`src/rtl/dco_step_pkg.sv`:
```
package dco_step_pkg;
  localparam int DEF_W_RANGE = 9;
  localparam int DEF_W_CRS   = 6;
  localparam int DEF_W_F1    = 3;
  localparam int DEF_W_F2    = 5;
  localparam int DEF_W_F3    = 2;
  localparam int DEF_W_F4    = 3;
  localparam int NSEG        = 6;

  typedef enum logic [1:0] {
    CMD_HOLD = 2'd0,
    CMD_UP   = 2'd1,
    CMD_DN   = 2'd2,
    CMD_LOAD = 2'd3
  } step_cmd_t;
endpackage

```
`src/rtl/dco_seg_step.sv`:
```
module dco_seg_step #(
  parameter int W = 3
) (
  input  logic [W-1:0] val_i,
  input  logic         cin_i,
  input  logic         bin_i,
  output logic [W-1:0] val_o,
  output logic         cout_o,
  output logic         bout_o
);
  logic is_max, is_min;

  assign is_max = &val_i;
  assign is_min = ~|val_i;

  always_comb begin
    if (cin_i)      val_o = val_i + W'(1);
    else if (bin_i) val_o = val_i - W'(1);
    else            val_o = val_i;
  end

  assign cout_o = cin_i & is_max;
  assign bout_o = bin_i & is_min;
endmodule

```
`src/rtl/dco_therm_dec.sv`:
```
module dco_therm_dec #(
  parameter  int CW = 3,
  localparam int NW = (1 << CW) - 1
) (
  input  logic [CW-1:0] cnt_i,
  output logic [NW-1:0] bus_o
);
  for (genvar k = 0; k < NW; k++) begin : g_bit
    assign bus_o[k] = (cnt_i > CW'(k));
  end
endmodule

```
`src/rtl/dco_word_stepper.sv`:
```
module dco_word_stepper
  import dco_step_pkg::*;
#(
  parameter  int W_RANGE = DEF_W_RANGE,
  parameter  int W_CRS   = DEF_W_CRS,
  parameter  int W_F1    = DEF_W_F1,
  parameter  int W_F2    = DEF_W_F2,
  parameter  int W_F3    = DEF_W_F3,
  parameter  int W_F4    = DEF_W_F4,
  localparam int WORD_W  = W_RANGE + W_CRS + W_F1 + W_F2 + W_F3 + W_F4,
  localparam int CH_W    = (1 << (W_CRS - 1)) - 1,
  localparam int F1_N    = (1 << W_F1) - 1,
  localparam int F2_N    = (1 << W_F2) - 1,
  localparam int F3_N    = (1 << W_F3) - 1,
  localparam int F4_N    = (1 << W_F4) - 1
) (
  input  logic              clk,
  input  logic              rst,
  input  logic              step_up_i,
  input  logic              step_dn_i,
  input  logic              load_i,
  input  logic [WORD_W-1:0] load_word_i,
  output logic [WORD_W-1:0] word_o,
  output logic [W_CRS-1:0]  coarse_sel_o,
  output logic [CH_W-1:0]   chain_en_o,
  output logic [F1_N-1:0]   fine1_o,
  output logic [F2_N-1:0]   fine2_o,
  output logic [F3_N-1:0]   fine3_o,
  output logic [F4_N-1:0]   fine4_o,
  output logic              sat_o
);
  localparam int LO_F3    = W_F4;
  localparam int LO_F2    = LO_F3 + W_F3;
  localparam int LO_F1    = LO_F2 + W_F2;
  localparam int LO_CRS   = LO_F1 + W_F1;
  localparam int LO_RANGE = LO_CRS + W_CRS;

  logic [WORD_W-1:0] word_q, word_step, word_d;
  logic [NSEG:0]     cry, brw;
  logic              at_top, at_bot, sat_d;
  step_cmd_t         cmd;

  logic [CH_W-1:0] chain_d, chain_q;
  logic [F1_N-1:0] f1_d, f1_q;
  logic [F2_N-1:0] f2_d, f2_q;
  logic [F3_N-1:0] f3_d, f3_q;
  logic [F4_N-1:0] f4_d, f4_q;

  always_comb begin
    if (load_i)                     cmd = CMD_LOAD;
    else if (step_up_i && !step_dn_i) cmd = CMD_UP;
    else if (step_dn_i && !step_up_i) cmd = CMD_DN;
    else                            cmd = CMD_HOLD;
  end

  assign at_top = &word_q;
  assign at_bot = ~|word_q;
  assign cry[0] = (cmd == CMD_UP) && !at_top;
  assign brw[0] = (cmd == CMD_DN) && !at_bot;
  assign sat_d  = ((cmd == CMD_UP) && at_top) || ((cmd == CMD_DN) && at_bot);

  // Segment chain, finest first; carries and borrows ripple upward.
  for (genvar i = 0; i < NSEG; i++) begin : g_seg
    localparam int SW = (i == 0) ? W_F4 : (i == 1) ? W_F3 : (i == 2) ? W_F2 :
                        (i == 3) ? W_F1 : (i == 4) ? W_CRS : W_RANGE;
    localparam int SL = (i == 0) ? 0 : (i == 1) ? LO_F3 : (i == 2) ? LO_F2 :
                        (i == 3) ? LO_F1 : (i == 4) ? LO_CRS : LO_RANGE;
    dco_seg_step #(.W(SW)) i_seg (
      .val_i  (word_q[SL +: SW]),
      .cin_i  (cry[i]),
      .bin_i  (brw[i]),
      .val_o  (word_step[SL +: SW]),
      .cout_o (cry[i+1]),
      .bout_o (brw[i+1])
    );
  end

  assign word_d = (cmd == CMD_LOAD) ? load_word_i : word_step;

  dco_therm_dec #(.CW(W_CRS-1)) i_chain (.cnt_i(word_d[LO_CRS+1 +: W_CRS-1]), .bus_o(chain_d));
  dco_therm_dec #(.CW(W_F1))    i_f1    (.cnt_i(word_d[LO_F1 +: W_F1]),       .bus_o(f1_d));
  dco_therm_dec #(.CW(W_F2))    i_f2    (.cnt_i(word_d[LO_F2 +: W_F2]),       .bus_o(f2_d));
  dco_therm_dec #(.CW(W_F3))    i_f3    (.cnt_i(word_d[LO_F3 +: W_F3]),       .bus_o(f3_d));
  dco_therm_dec #(.CW(W_F4))    i_f4    (.cnt_i(word_d[0 +: W_F4]),           .bus_o(f4_d));

  always_ff @(posedge clk) begin
    if (rst) begin
      word_q  <= '0;
      chain_q <= '0;
      f1_q    <= '0;
      f2_q    <= '0;
      f3_q    <= '0;
      f4_q    <= '0;
      sat_o   <= 1'b0;
    end else begin
      word_q  <= word_d;
      chain_q <= chain_d;
      f1_q    <= f1_d;
      f2_q    <= f2_d;
      f3_q    <= f3_d;
      f4_q    <= f4_d;
      sat_o   <= sat_d;
    end
  end

  assign word_o       = word_q;
  assign coarse_sel_o = word_q[LO_CRS +: W_CRS];
  assign chain_en_o   = chain_q;
  assign fine1_o      = f1_q;
  assign fine2_o      = f2_q;
  assign fine3_o      = f3_q;
  assign fine4_o      = f4_q;

  AST_LOAD_TAKES: assert property (@(posedge clk) disable iff (rst)
    load_i |=> (word_o == $past(load_word_i)) && !sat_o);
  AST_CANCEL_HOLD: assert property (@(posedge clk) disable iff (rst)
    (!load_i && step_up_i && step_dn_i) |=> $stable(word_o) && !sat_o);
  AST_SAT_TOP: assert property (@(posedge clk) disable iff (rst)
    (!load_i && step_up_i && !step_dn_i && (&word_o)) |=> sat_o && $stable(word_o));
  AST_SAT_BOT: assert property (@(posedge clk) disable iff (rst)
    (!load_i && step_dn_i && !step_up_i && !(|word_o)) |=> sat_o && $stable(word_o));
  AST_NO_WRAP: assert property (@(posedge clk) disable iff (rst)
    !cry[NSEG] && !brw[NSEG]);
  AST_UP_FINEST: assert property (@(posedge clk) disable iff (rst)
    cry[0] |=> word_o[W_F4-1:0] == W_F4'($past(word_o[W_F4-1:0]) + 1'b1));
  AST_CARRY_COARSE: assert property (@(posedge clk) disable iff (rst)
    cry[4] |=> coarse_sel_o == W_CRS'($past(coarse_sel_o) + 1'b1));
  AST_BORROW_FILL: assert property (@(posedge clk) disable iff (rst)
    brw[1] |=> (&word_o[W_F4-1:0]));
  AST_CHAIN_MATCH: assert property (@(posedge clk) disable iff (rst)
    $countones(chain_en_o) == int'(word_o[LO_CRS+1 +: W_CRS-1]));
  AST_FINE2_MATCH: assert property (@(posedge clk) disable iff (rst)
    $countones(fine2_o) == int'(word_o[LO_F2 +: W_F2]));
endmodule

```
`config.mk`:
```
export PLATFORM = sky130hd
export DESIGN_NAME = dco_word_stepper
export DESIGN_NICKNAME = d
export VERILOG_FILES = /design/src/rtl/dco_step_pkg.sv /design/src/rtl/dco_seg_step.sv /design/src/rtl/dco_therm_dec.sv /design/src/rtl/dco_word_stepper.sv
export SDC_FILE = /design/constraint.sdc
export NUM_CORES = 1
export LEC_CHECK = 0
export CORE_AREA = 2 2 117 119
export CTS_CLUSTER_DIAMETER = 80
export DETAILED_ROUTE_END_ITERATION = 6
export DIE_AREA = 0 0 119 121
export GPL_TIMING_DRIVEN = 1
export HOLD_SLACK_MARGIN = 0.02
export PLACE_DENSITY = 0.78
export SETUP_SLACK_MARGIN = 0.2
export SLEW_MARGIN = 30
export SYNTH_ARGS = -nofsm -noshare
export SYNTH_HDL_FRONTEND = slang
export SYNTH_HIERARCHICAL = 1
export SYNTH_SLANG_ARGS = --single-unit
```
`constraint.sdc`:
```
create_clock -name clk -period 7.3 [get_ports clk]
set_input_delay 0.73 -clock clk [delete_from_list [all_inputs] [get_ports clk]]
set_output_delay 0.73 -clock clk [all_outputs]
set_load 0.005 [all_outputs]
```
==> metrics.md, run 1 <==
| Metric | Value |
|---|---|
| Max_cap viols | 0 |
| HPWL Detailed | between 9000 and 10000 um |
| Starting Density | 0.400 |
| RSZ-0062 raised after global routing | no |
| CTS resizes | 0 |
| P_int | 1.07 mW |
| Hold WS | about 0.74 ns |
| Pleak | between 2 and 3 nW |
| Register area | between 2000 and 2500 um2 |
| Multi-input logic area | 2720 um2 |
| GRT Overall Usage | 0.178 |
| WS Path Type | in2reg |
| Reg clk slew, reported paths | about 0.070 ns |
| CTS H-tree depth | 3 |
| Startpoint types | input pin |
| Routed wire length | ~13000 um |
| Final Cycle Share | 0.616 |
| Postcts setup bufs | 0 |
| Detail Route Antenna Nets | 0 |
| Global-route wire length before repair | ~20000 um |
| Cell count after synthesis | approximately 580 |
| Critical path required time | roughly 7.5 ns |
| Cts bufs inserted | 9 |
| Power Total | between 1 and 1.5 mW |
| Crit path max fanout | 6 |
| Final Max Tran Viols | 0 |
| Pre-Repair DR Iteration Count | 4 |
| Max clock buf depth | 2 |
| Fmax | between 200 and 250 MHz |
| Overflow after GRT | 0 |
| Sw Pwr | around 0.38 mW |
| YS warnings | 6 |
| Cts hold-fix bufs | 0 |
| Hold/Removal Path Class | reg2reg |
| Clk sink count | 108 |
| Slew margin rel. | 0.482 |
| # diodes | 0 |
| Hold Fails Final Rpt | 0 |
| Synthesized area per cell | 9.00 um2 |
| Clock Power Share | 0.356 |
| Number of fill cells | ~1200 |
| Switching Share | 0.262 |
| Area grow syn2layout | 33.2% |
| Full die area | 14400 um2 |
| Clk_skew | ~0.0080 ns |
| Crit path time final | between 4 and 5 ns |
| Synthesized area | ~5200 um2 |
| Worst vdd ir | between 0.1 and 0.15 mV |
| Post-Syn Nets | roughly 630 |
| Final setup fails | 0 |
| Root Buffer | clkbuf_16 |
| CTS tree | built |
| Setup TNS Final | 0 ns |
| Clk Latency, worst-skew pair | 0.35 ns |
| Cell row count | 42 |
| DRC viols | 0 |
| Vias | ~4200 |
| Status | finished clean |
| Via density | 4.82 |
| Flop pwr share | 0.457 |
| Comb power frac | 0.187 |
| Critical Path Sink Type | flop |
| Fraction of layout instances using a drive strength above 1 | 0.0641 |
| Worst reg2reg setup slack | about 2.9 ns |
| PD cells | around 210 nW/um2 |
| Vias in the first global route | between 4000 and 5000 |
| Largest net degree at the start of global routing | between 100 and 150 |
| Least-Margin Pin Slew | slightly below 0.8 ns |
| Drt wl/cell | approximately 14 um |
| DRT iter0 DRCs | 193 |
| Initial antenna violation count | 0 |
| # port buffers | 146 |
| Core area | approximately 13000 um2 |
| Top Ports | around 150 |
| Die Ht | between 100 and 150 um |
| Die extent in x | 119 um |
| Placer Congestion | approximately 0.82 |
| CP Data Arrival Time | 4.71 ns |
| Post-layout net count | between 700 and 800 |
-- layer usage --
layer / GRT usage / part of all wire
met5: 0 / 0
met4: 0.0789 / 0.021
met1: 0.208 / 0.43
met3: 0.0573 / 0.066
met2: 0.297 / 0.48
-- state kept, by name (all words and copies together) (netlist names) --
register,count
chain_en_o,31
fine1_o,7
fine2_o,31
fine3_o,3
fine4_o,7
sat_o,1
word_o,28
-- cells in the final DEF (no fill, tap or decap), types with 11 or more instances in the layout --
master	n
nand2_1	48
nand4_1	11
nor2b_1	107
mux2_1	16
xnor2_1	13
clkdlybuf4s50_1	144
o21ai_0	16
dfxtp_1	108
nor2_1	45
ha_1	20
inv_1	21
-- final timing paths --
kind / start / endpoint / cells past startpoint
max: step_dn_i / word_o[25] / 17
min: word_o[9] / sat_o / 3
max reg2reg: word_o[13] / word_o[25] / 18
min reg2reg: word_o[9] / sat_o / 3
-- worst max-delay path, cell delays in order --
cell	delay (ns)
clkdlybuf4s50_1	0.55
o311a_1	0.28
nand2_1	0.08
nor2_1	0.19
and2_1	0.25
and4bb_1	0.24
nor2b_1	0.33
nand2_1	0.09
nor2_1	0.31
nand3_1	0.12
nor3_1	0.47
nand4bb_1	0.30
nor4_1	0.28
a21oi_1	0.11
xnor2_1	0.18
mux2i_1	0.13
nor2_1	0.05
-- per-stage QoR --
stage | cell area (um2) | util | instances | setup slack [ns]
finish | 6970 | 0.533 | 878 | 2.80
global route | 6970 | 0.533 | 878 | 2.27
CTS | 6960 | 0.532 | 878 | 2.68
detailed placement | 6640 | 0.508 | 862 | 2.29
global placement | 6640 | 0.508 | 862 | 2.58
floorplan | 5230 | - | 581 | 2.94
-- power groups by stage --
stage	logic [mW]	clock network (mW)	registers [mW]
after floorplan	0.150	0	0.672
after global placement	0.266	0	0.674
after detailed placement	0.271	0	0.675
after CTS	0.273	0.528	0.662
after global routing	0.298	0.549	0.667
final	0.270	0.515	0.661
-- final cells by class --
cell class                 count  area share
clock buffer                  10      0.0343
clock inverter                 6      0.0113
inverter                      21      0.0113
multi-input combinational    410       0.391
sequential                   108       0.310
tap                          176      0.0316
timing repair buffer         147       0.210
No activity file was read; power rests on OpenSTA's default activity.
==> inputs of run 2 (changes only) <==
--- a/config.mk
+++ b/config.mk
@@ -11,7 +11,7 @@
 export DIE_AREA = 0 0 119 121
 export GPL_TIMING_DRIVEN = 1
 export HOLD_SLACK_MARGIN = 0.02
-export PLACE_DENSITY = 0.78
+export PLACE_DENSITY = 0.8
 export SETUP_SLACK_MARGIN = 0.2
 export SLEW_MARGIN = 30
 export SYNTH_ARGS = -nofsm -noshare
==> constraint.sdc (replaced) <==
create_clock -name clk -period 3.7 [get_ports clk]
set_input_delay 0.37 -clock clk [delete_from_list [all_inputs] [get_ports clk]]
set_output_delay 0.37 -clock clk [all_outputs]
set_load 0.005 [all_outputs]
==> run 2 against run 1 <==
Sequential power up 97%. Power up 99%. Clock power up 86%. Routed wire length up 8.8%. Final area up 7.9%. Via count up 4.4%. Worst setup slack worse by 2.5 ns. Largest cell class unchanged. Critical path type is now reg2reg. Utilization up 4.2 points. Worst hold slack worse by 0.35 ns. Global-route usage up 0.80 points. Critical path depth unchanged. Non-clock buffer count up 36.
==> metrics.md, run 2 (synthesized netlist as in run 1, its figures left out) <==
| Metric | Value |
|---|---|
| Final instance area | 7520 um2 (+7.9%) |
| Critical Path Sink | chain_en_o[24] |
| Area grow syn2layout | 43.7% |
| PD cells | 382 nW/um2 (+84%) |
| Fmax | 296 MHz |
| Crit path time final | 3.38 ns |
| Clk sink count | 108 (unchanged) |
| Routed wire length | 13700 um (+8.8%) |
| Cts bufs inserted | 9 (unchanged) |
| Least-Margin Pin Slew | 0.785 ns (+0.00752 ns) |
| R2r worst-path depth | 17 (-1) |
| Worst path cell trace | or4_4 -> o311a_1 -> nand2_1 -> nor2_2 -> and2_1 -> and4bb_1 -> nor2b_4 -> nand2_2 -> nor2_4 -> nand3b_1 -> nand2_1 -> xor2_1 -> mux2_4 -> buf_6 -> nor3_2 -> nor2_1 -> nor2b_1 |
| Largest net degree at the start of global routing | 82 (-25%) |
| Die Ht | 121 um (unchanged) |
| # port buffers | 146 (unchanged) |
| FF-to-FF Start | word_o[22] |
| Worst reg2reg setup slack | 0.32 ns (-2.55 ns) |
| Die extent in x | 119 um (unchanged) |
| Status | finished clean |
| Slew margin rel. | 0.477 (-0.00501) |
| Initial antenna violation count | 0 (unchanged) |
| CP peak stage delay | 0.53 ns (-0.02 ns) |
| Reg clk slew, reported paths | 0.08 ns (about the same) |
| Final Max Tran Viols | 0 (unchanged) |
| HPWL Detailed | 9610 um (+5.0%) |
| DRC viols | 0 (unchanged) |
| Overflow after GRT | 0 (unchanged) |
| Hold/Removal Path Class | in2reg |
| Worst Setup SP | word_o[22] |
| Full die area | 14400 um2 (unchanged) |
| Clk_skew | 0.0109 ns (+0.00294 ns) |
| Max_cap viols | 0 (unchanged) |
| CTS tree | built |
| Via density | 4.84 (+0.26%) |
| Cell row count | 42 (unchanged) |
| Final Cycle Share | 0.914 |
| Hold WS | 0.390 ns (-0.346 ns) |
| Cell mode on critical path | nand2_1 |
| Critical Path Sink Type | flop |
| R2R Path End | chain_en_o[24] |
| Most frequent cells in the layout | clkdlybuf4s50_1, nor2b_1, dfxtp_1 |
| Final setup fails | 0 (unchanged) |
| Max clock buf depth | 2 (unchanged) |
| Vias in the first global route | 4281 (+4.0%) |
| Pre-Repair DR Iteration Count | 4 (unchanged) |
| Vias | 4420 (+4.4%) |
| CP Data Arrival Time | 3.58 ns (-1.13 ns) |
| CTS H-tree depth | 3 (unchanged) |
| Pleak | 3.00 nW (+9.7%) |
| Core area | 13100 um2 (unchanged) |
| Power Total | 2.87 mW (+99%) |
| Starting Density | 0.400 (unchanged) |
| Most common cell after layout, fill and taps aside | clkdlybuf4s50_1 |
| WS Path Type | reg2reg |
| DRT iter0 DRCs | 248 (+28%) |
| Placer Congestion | 0.953 (+16%) |
| Fraction of layout instances using a drive strength above 1 | 0.179 (+0.115) |
| Detail Route Antenna Nets | 0 (unchanged) |
| RSZ-0062 raised after global routing | no |
| Hold Fails Final Rpt | 0 (unchanged) |
| Top Ports | 147 (unchanged) |
| Crit path max fanout | 10 (+4) |
| # diodes | 0 (unchanged) |
| DP Area | 6930 um2 (+4.2%) |
| Post-layout net count | 786 (+4.8%) |
| CP max-delay cell | or4_4 |
| Critical path required time | 3.90 ns (-3.61 ns) |
| Root Buffer | clkbuf_16 |
| Startpoint types | flop |
| Worst vdd ir | 0.234 mV (+84%) |
| Drt wl/cell | 15.0 um (+4.5%) |
| Global-route wire length before repair | 21400 um (+5.3%) |
| Clk Latency, worst-skew pair | 0.35 ns (about the same) |
| GRT Overall Usage | 0.186 (+0.00796) |
run 2: cell count changes in the layout (fill, tap and decap cells not counted), moves of 4 or more:
| cell | change |
|---|---|
| buf_4 | +34 |
| dfxtp_1 | -25 |
| dfxtp_2 | +11 |
| dfxtp_4 | +14 |
| mux2_1 | -5 |
| mux2_4 | +4 |
| nor2_1 | -4 |
| nor3_1 | -4 |
| nor4_1 | -7 |
| nor4_4 | +5 |
run 2: critical path: cells and delay by family (launching register included):
family / cells / cell delay, ns
XOR/XNOR: 1 / 0.14
flip-flops: 1 / 0.39
buffers and inverters: 1 / 0.15
AND/OR/NAND/NOR: 13 / 1.90
AO/OA/AOI/OAI: 1 / 0.33
multiplexers: 1 / 0.32
run 2: area by class of cell:
type,count,area [um2]
Tap cell,176,220
Clock buffer,14,284
Fill cell,1105,5570
Timing Repair Buffer,183,1750
Sequential cell,108,2230
Clock inverter,2,15.0
Multi-Input combinational cell,410,2940
Inverter,21,78.8
run 2: power by group:
part           internal, mW  leakage, nW  switching (mW)
combinational         0.351         1.94           0.261
clock                 0.533        0.149           0.425
sequential             1.24        0.904          0.0612
run 2: what timing repair did:
item                       CTS  global route
buffers inserted             0             9
hold buffers                 0             0
setup endpoints to repair   23            50
resized for setup            8            57
pin swaps                    0            11
cloned                       0             0
run 2: how the worst min path moves through the flow:
stage,cells after the start,startpoint,slack [ns],to
2_1_floorplan,2,load_word_i[20],0.52,word_o[20]
3_3_place_gp,3,word_o[13],0.61,sat_o
3_5_place_dp,3,word_o[13],0.60,sat_o
4_1_cts,2,rst,0.38,fine1_o[6]
5_1_grt,2,rst,0.41,fine1_o[0]
6_report,2,rst,0.39,fine1_o[6]
run 2: layer usage:
| layer | vias to the layer above | track usage | part of all wire |
|---|---|---|---|
| met4 | 0 | 0.0774 | 0.021 |
| met1 | 2073 | 0.234 | 0.44 |
| met2 | 114 | 0.308 | 0.49 |
| li1 | 2212 | - | - |
| met5 | - | 0 | 0 |
| met3 | 21 | 0.0395 | 0.051 |
run 2: stage by stage:
step	setup WS (ns)	setup TNS, ns	std cells	util
after CTS	0.149	0	905	0.554
after global routing	0.162	0	914	0.574
after detailed placement	-0.0217	-0.0410	889	0.529
after global placement	0.0557	0	889	0.529
after floorplan	0.201	0	581	-
final	0.319	0	914	0.574
